**config.mk**
```make
export PLATFORM = sky130hd
export DESIGN_NAME = sram_ctl
export DESIGN_NICKNAME = d
export VERILOG_FILES = /design/src/rtl/sram_ctl_pkg.sv /design/src/rtl/sram_ctl_cnt.sv /design/src/rtl/sram_ctl_dpath.sv /design/src/rtl/sram_ctl.sv
export SDC_FILE = /design/constraint.sdc
export NUM_CORES = 1
export LEC_CHECK = 0
export ABC_CLOCK_PERIOD_IN_PS = 4810
export BUFFER_PORTS_ARGS = -buffer_cell sky130_fd_sc_hd__buf_4
export CELL_PAD_IN_SITES_DETAIL_PLACEMENT = 1
export CELL_PAD_IN_SITES_GLOBAL_PLACEMENT = 1
export CORE_MARGIN = 5
export CORE_UTILIZATION = 36
export CTS_CLUSTER_DIAMETER = 80
export DETAILED_ROUTE_END_ITERATION = 10
export PLACE_DENSITY_LB_ADDON = 0.05
export SYNTH_ARGS = -nofsm -noshare
export SYNTH_HDL_FRONTEND = slang
export SYNTH_SLANG_ARGS = --single-unit
export TNS_END_PERCENT = 50
```
**constraint.sdc**
```tcl
create_clock -name clk -period 4.81 [get_ports clk]
set_input_delay 0.2405 -clock clk [delete_from_list [all_inputs] [get_ports clk]]
set_output_delay 0.2405 -clock clk [all_outputs]
set_load 0.005 [all_outputs]
```
**src/rtl/sram_ctl_pkg.sv**
```systemverilog
`timescale 1ns/1ps
package sram_ctl_pkg;

   typedef enum logic [2:0] {
      ST_IDLE,
      ST_RD,
      ST_WSU,
      ST_WPL,
      ST_WRC
   } st_e;

   // nanoseconds to whole cycles, rounded up, never below one
   function automatic int ns2cyc(input int t_ns, input int per_ns);
      int c;
      c = (t_ns + per_ns - 1) / per_ns;
      if (c < 1) c = 1;
      return c;
   endfunction

   function automatic int imax(input int a, input int b);
      return (a > b) ? a : b;
   endfunction

endpackage

```
**src/rtl/sram_ctl_cnt.sv**
```systemverilog
`timescale 1ns/1ps
module sram_ctl_cnt #(
   parameter int W = 3
) (
   input  logic         clk,
   input  logic         rst_n,
   input  logic         load,
   input  logic [W-1:0] load_val,
   output logic         zero
);
   logic [W-1:0] cnt_q;

   always_ff @(posedge clk) begin
      if (!rst_n)          cnt_q <= '0;
      else if (load)       cnt_q <= load_val;
      else if (cnt_q != 0) cnt_q <= cnt_q - 1'b1;
   end

   assign zero = (cnt_q == '0);

   // a freshly loaded nonzero count is not already expired
   a_r7_cnt_loaded: assert property (@(posedge clk) disable iff (!rst_n)
      (load && load_val != '0) |=> !zero);
endmodule

```
**src/rtl/sram_ctl_dpath.sv**
```systemverilog
`timescale 1ns/1ps
module sram_ctl_dpath #(
   parameter int AW = 15,
   parameter int DW = 8
) (
   input  logic          clk,
   input  logic          rst_n,
   input  logic          take_req,
   input  logic [AW-1:0] req_addr,
   input  logic [DW-1:0] req_wdata,
   input  logic          take_rd,
   input  logic [DW-1:0] dq_in,
   output logic [AW-1:0] addr_q,
   output logic [DW-1:0] wdata_q,
   output logic [DW-1:0] rd_q
);
   always_ff @(posedge clk) begin
      if (!rst_n) begin
         addr_q  <= '0;
         wdata_q <= '0;
      end else if (take_req) begin
         addr_q  <= req_addr;
         wdata_q <= req_wdata;
      end
   end

   always_ff @(posedge clk) begin
      if (!rst_n)       rd_q <= '0;
      else if (take_rd) rd_q <= dq_in;
   end

   // latched request fields only move on acceptance
   a_r6_latch_hold: assert property (@(posedge clk) disable iff (!rst_n)
      !take_req |=> ($stable(addr_q) && $stable(wdata_q)));
endmodule

```
**src/rtl/sram_ctl.sv**
```systemverilog
`timescale 1ns/1ps
module sram_ctl
   import sram_ctl_pkg::*;
#(
   parameter int AW            = 15,
   parameter int DW            = 8,
   parameter int CLK_PERIOD_NS = 20,
   parameter int T_RC_NS       = 70,
   parameter int T_AA_NS       = 70,
   parameter int T_ACE_NS      = 70,
   parameter int T_DOE_NS      = 35,
   parameter int T_WC_NS       = 70,
   parameter int T_SCE_NS      = 60,
   parameter int T_AW_NS       = 60,
   parameter int T_SA_NS       = 0,
   parameter int T_PWE_NS      = 50,
   parameter int T_SD_NS       = 30
) (
   input  logic          clk,
   input  logic          rst_n,
   input  logic          req_valid,
   output logic          req_ready,
   input  logic          req_write,
   input  logic [AW-1:0] req_addr,
   input  logic [DW-1:0] req_wdata,
   output logic          done,
   output logic [DW-1:0] rd_data,
   output logic [AW-1:0] sram_addr,
   output logic          sram_ce_n,
   output logic          sram_oe_n,
   output logic          sram_we_n,
   output logic [DW-1:0] sram_dq_out,
   output logic          sram_dq_oe,
   input  logic [DW-1:0] sram_dq_in
);
   localparam int P     = CLK_PERIOD_NS;
   localparam int N_RD  = imax(imax(ns2cyc(T_RC_NS, P), ns2cyc(T_AA_NS, P)),
                               imax(ns2cyc(T_ACE_NS, P), ns2cyc(T_DOE_NS, P)));
   localparam int N_SU  = ns2cyc(T_SA_NS, P);
   localparam int N_WP  = imax(imax(ns2cyc(T_PWE_NS, P), ns2cyc(T_SD_NS, P)),
                               imax(ns2cyc(T_AW_NS, P) - N_SU, ns2cyc(T_SCE_NS, P) - N_SU));
   localparam int N_RC  = imax(1, ns2cyc(T_WC_NS, P) - N_SU - N_WP);
   localparam int N_MAX = imax(imax(N_RD, N_SU), imax(N_WP, N_RC));
   localparam int CW    = $clog2(N_MAX + 1);

   generate
      if (CLK_PERIOD_NS < 1) begin : g_bad_period
         $error("sram_ctl: CLK_PERIOD_NS must be positive");
      end
      if (AW < 1 || DW < 1) begin : g_bad_width
         $error("sram_ctl: AW and DW must be positive");
      end
   endgenerate

   st_e           st_q, st_d;
   logic          ld, zero, take_req, take_rd, done_q;
   logic [CW-1:0] ld_val;
   logic [AW-1:0] addr_q;
   logic [DW-1:0] wdata_q, rd_q;

   always_comb begin
      st_d     = st_q;
      ld       = 1'b0;
      ld_val   = '0;
      take_req = 1'b0;
      unique case (st_q)
         ST_IDLE: if (req_valid) begin
            take_req = 1'b1;
            ld       = 1'b1;
            if (req_write) begin
               st_d   = ST_WSU;
               ld_val = CW'(N_SU - 1);
            end else begin
               st_d   = ST_RD;
               ld_val = CW'(N_RD - 1);
            end
         end
         ST_RD:  if (zero) st_d = ST_IDLE;
         ST_WSU: if (zero) begin
            st_d   = ST_WPL;
            ld     = 1'b1;
            ld_val = CW'(N_WP - 1);
         end
         ST_WPL: if (zero) begin
            st_d   = ST_WRC;
            ld     = 1'b1;
            ld_val = CW'(N_RC - 1);
         end
         ST_WRC: if (zero) st_d = ST_IDLE;
         default: st_d = ST_IDLE;
      endcase
   end

   assign take_rd = (st_q == ST_RD) && zero;

   always_ff @(posedge clk) begin
      if (!rst_n) begin
         st_q   <= ST_IDLE;
         done_q <= 1'b0;
      end else begin
         st_q   <= st_d;
         done_q <= zero && (st_q == ST_RD || st_q == ST_WRC);
      end
   end

   sram_ctl_cnt #(.W(CW)) u_cnt (
      .clk      (clk),
      .rst_n    (rst_n),
      .load     (ld),
      .load_val (ld_val),
      .zero     (zero)
   );

   sram_ctl_dpath #(.AW(AW), .DW(DW)) u_dp (
      .clk       (clk),
      .rst_n     (rst_n),
      .take_req  (take_req),
      .req_addr  (req_addr),
      .req_wdata (req_wdata),
      .take_rd   (take_rd),
      .dq_in     (sram_dq_in),
      .addr_q    (addr_q),
      .wdata_q   (wdata_q),
      .rd_q      (rd_q)
   );

   assign req_ready   = (st_q == ST_IDLE);
   assign sram_ce_n   = !(st_q == ST_RD || st_q == ST_WSU || st_q == ST_WPL);
   assign sram_oe_n   = (st_q != ST_RD);
   assign sram_we_n   = (st_q != ST_WPL);
   assign sram_dq_oe  = (st_q == ST_WPL || st_q == ST_WRC);
   assign sram_addr   = addr_q;
   assign sram_dq_out = wdata_q;
   assign done        = done_q;
   assign rd_data     = rd_q;

   a_r4_no_contention: assert property (@(posedge clk) disable iff (!rst_n)
      sram_dq_oe |-> sram_oe_n);
   a_r4_turnaround: assert property (@(posedge clk) disable iff (!rst_n)
      $rose(sram_dq_oe) |-> $past(sram_oe_n));
   a_r2_we_high_on_read: assert property (@(posedge clk) disable iff (!rst_n)
      !sram_oe_n |-> sram_we_n);
   a_r3_addr_stable: assert property (@(posedge clk) disable iff (!rst_n)
      (!sram_ce_n && $past(!sram_ce_n)) |-> $stable(sram_addr));
   a_r3_data_stable: assert property (@(posedge clk) disable iff (!rst_n)
      (!sram_we_n && $past(!sram_we_n)) |-> $stable(sram_dq_out));
   a_r7_done_single: assert property (@(posedge clk) disable iff (!rst_n)
      done |=> !done);
   a_r6_busy_after_take: assert property (@(posedge clk) disable iff (!rst_n)
      (req_valid && req_ready) |=> !req_ready);
   a_r8_gap_after_done: assert property (@(posedge clk) disable iff (!rst_n)
      done |-> sram_ce_n);
endmodule

```
==> results.yml <==
clocking:
  cts_resized: 0
  cts_made_buffers: 5
  root_buffer: "clkbuf_8"
  cts_tree: "yes"
  cts_buffer_depth: 2
  postCtsHoldBufs: 0
  cts_htree_levels: 2
  clkSinkCount: 38
  clk_pin_slew_ns: 0.07
  insertion_delay_ns: 0.29
  cts_setup_buffers: 0
routing:
  wl_mm: 4.29
  drtIter0Drc: 40
  wl_per_cell_um: 13.8
  drtPass1Iterations: 4
  vias: 1519
  drc_errors: 0
  viasPerCell: 4.87
  drtAntennaViolNets: 0
yosys:
  synth_fa_ha_area_frac: 0.0151
  syn_nets: 232
  synth_xor_area_frac: 0.0106
  synth_cell_types: 32
  ys_warn_count: 0
  ys_seq_elements: 38
  syn_avg_cell_area_sq_um: 8.51
  synth_compound_area_frac: 0.169
  netlist_instances: 195
  synth_top_family_by_area: "simple AND/OR/NAND/NOR gates"
  ys_seq_area_frac: 0.458
  synthSimpleGateAreaFrac: 0.246
  synthMuxAreaShare: 0.0543
  synthesis.area_sq_um: 1660
worst_setup_path:
  critPathKind: "reg -> reg"
  worst_ep_required_time_ns: 4.99
  slowest_delay_ns: 0.57
  critPathArrivalTime_ns: 2.36
  r2r-start: "u_cnt.cnt_q[0]$_SDFFE_PN0P_"
  critPathTopFamily: "simple AND/OR/NAND/NOR gates"
  reg2reg_depth: 7
  cp_max_fo: 12
  path_cells: "inv_1 -> ha_1 -> ha_1 -> inv_1 -> nor4_4 -> mux2i_1 -> nor2b_1"
  path_buf_inv: 2
  cp_slowest_cell: "nor4_4"
  r2r_setup_slack_ns: 2.63
  endpoint_kind: "register"
  worstReg2RegEnd: "u_dp.rd_q[5]$_SDFFE_PN0P_"
  startpoint_type: "register"
global_routing:
  first_global_vias: 1570
  grt.overflow.total: 0
  gr-max-usage-layer: "met2"
  met1_usage: 0.152
  met3_usage: 0.0602
  grt_use_total: 0.140
  antenna_found_initial: 0
  grt_pass1_wl_mm: 7.00
  grt_max_degree: 39
  use_met2: 0.250
pwr:
  peakVddDrop_uv: 173
  pwr_density_cell_nw_per_um2: 503
  power_leakage_nw: 1.00
floorplanning:
  core_sq_um: 4410
  die_x_um: 77.9
  pin_count: 72
  die_h_um: 77.9
  die-area_sq_um: 6070
  row_count: 24
  initial_core_util: 0.376
worst_hold_path:
  hp-class: "in -> reg"
  min_path_cells: 3
  min_from: "req_wdata[3]"
  min_to: "u_dp.wdata_q[3]$_SDFFE_PN0P_"
cells_and_area:
  area_growth_pct: 38.0
  final_area_sq_um: 2290
  fillers: 546
  fin_nets: 296
  diodes: 0
  drive_above_1_share: 0.315
  final_common_cell: "buf_4"
  final_util: 0.519
  final_cell_mix: "71 x buf_4, 54 x nand2_1, 38 x dfxtp_1"
sta:
  drv_slew: 0
  fin_crit_sh: 0.454
  relSlewSlack: 0.425
  finalSetupViolations: 0
  hold_viol: 0
  totalNegativeSetupSlack_ns: 0
  grt_setup_unrepaired: "false"
  fmax_ghz: 0.458
  tightest_slew_ns: 0.862
  period_minus_slack_ns: 2.18
  finalClockSkew_ns: 0.00496
place:
  place_area_sq_um: 2200
  io_buffers: 71
  gp_congestion: 0.705
  hpwl_mm: 3.12
job:
  drv_cap: 0
outcome:
  status: "complete, no violations"
==> final cells by class <==
class / count / area [sq um] / area share
Sequential cell: 38 / 761 / 0.332
Timing Repair Buffer: 71 / 533 / 0.233
Inverter: 5 / 18.8 / 0.00819
Clock buffer: 7 / 86.3 / 0.0377
Tap cell: 52 / 65.1 / 0.0284
Clock inverter: 1 / 5.00 / 0.00218
Multi-Input combinational cell: 138 / 822 / 0.359
==> state kept, by name, indices dropped and copies added (netlist names) <==
| name | flops |
|---|---|
| done | 1 |
| st_q | 3 |
| u_cnt.cnt_q | 3 |
| u_dp.addr_q | 15 |
| u_dp.rd_q | 8 |
| u_dp.wdata_q | 8 |
==> tightest hold or removal path: stages <==
cell and delay, ns:
buf_4 0.11, nand2_1 0.05, a21boi_1 0.05
==> power by group <==
group          switching (mW)  leakage, nW  internal, mW  total (mW)
registers              0.0626        0.311         0.384       0.447
clock network           0.109       0.0482         0.116       0.225
logic                   0.247        0.642         0.233       0.480
total                   0.419         1.00         0.733        1.15
==> cells in the mapped netlist <==
master	count	area (sq um)
inv_2	1	3.75
o22ai_1	1	6.26
and2_1	1	6.26
nor3_1	2	10.0
a31oi_1	1	6.26
buf_2	5	25.0
clkbuf_1	9	33.8
o211ai_1	1	7.51
nor3_2	1	10.0
nor2b_1	12	75.1
a21boi_1	23	173
and3_1	2	12.5
or3b_1	1	8.76
nand2_1	54	203
nor4_4	1	21.3
xor2_1	1	8.76
nand2b_1	2	12.5
dfxtp_1	38	761
nor3b_1	1	7.51
nor4b_1	2	17.5
o21ai_1	1	5.00
a21oi_1	8	40.0
xnor2_1	1	8.76
mux2i_1	9	90.1
inv_1	4	15.0
nor2_1	5	18.8
ha_1	2	25.0
o21ai_0	1	5.00
o21a_1	1	7.51
or2_2	1	6.26
o32a_1	1	10.0
o311a_1	2	20.0
==> through the flow <==
step	setup WS [ns]	power, mW	std cells	hold WS [ns]
floorplan	3.22	0.753	195	0.375
detailed placement	2.59	0.947	304	0.449
CTS	2.59	1.18	312	0.185
finish	2.63	1.15	312	0.193
global placement	2.65	0.931	304	0.442
global route	2.48	1.24	312	0.187
==> cells by family (layout without fill, tap and decap cells) <==
family,after synthesis,count (layout)
fa+ha+maj,2,2
buf+inv,19,84
compound gates,40,40
simple gates,85,85
flops,38,38
mux,9,9
xor+xnor,2,2
==> routing by layer <==
| metal | wire, um | part of all wire |
|---|---|---|
| met5 | 0 | 0 |
| met4 | 38 | 0.0088 |
| met3 | 421 | 0.098 |
| met2 | 2040 | 0.48 |
| met1 | 1790 | 0.42 |
==> how the worst max path moves through the flow <==
stage	from	to	slack [ns]	cells after the start
5_1_grt	u_cnt.cnt_q[0]$_SDFFE_PN0P_	u_dp.rd_q[5]$_SDFFE_PN0P_	2.48	7
6_report	u_cnt.cnt_q[0]$_SDFFE_PN0P_	u_dp.rd_q[5]$_SDFFE_PN0P_	2.63	7
2_1_floorplan	u_cnt.cnt_q[0]$_SDFFE_PN0P_	u_dp.rd_q[0]$_SDFFE_PN0P_	3.22	7
4_1_cts	u_cnt.cnt_q[0]$_SDFFE_PN0P_	u_dp.rd_q[5]$_SDFFE_PN0P_	2.59	7
3_3_place_gp	u_cnt.cnt_q[0]$_SDFFE_PN0P_	u_dp.rd_q[5]$_SDFFE_PN0P_	2.65	7
3_5_place_dp	u_cnt.cnt_q[0]$_SDFFE_PN0P_	u_dp.rd_q[5]$_SDFFE_PN0P_	2.59	7
No activity file was read; power rests on OpenSTA's default activity.
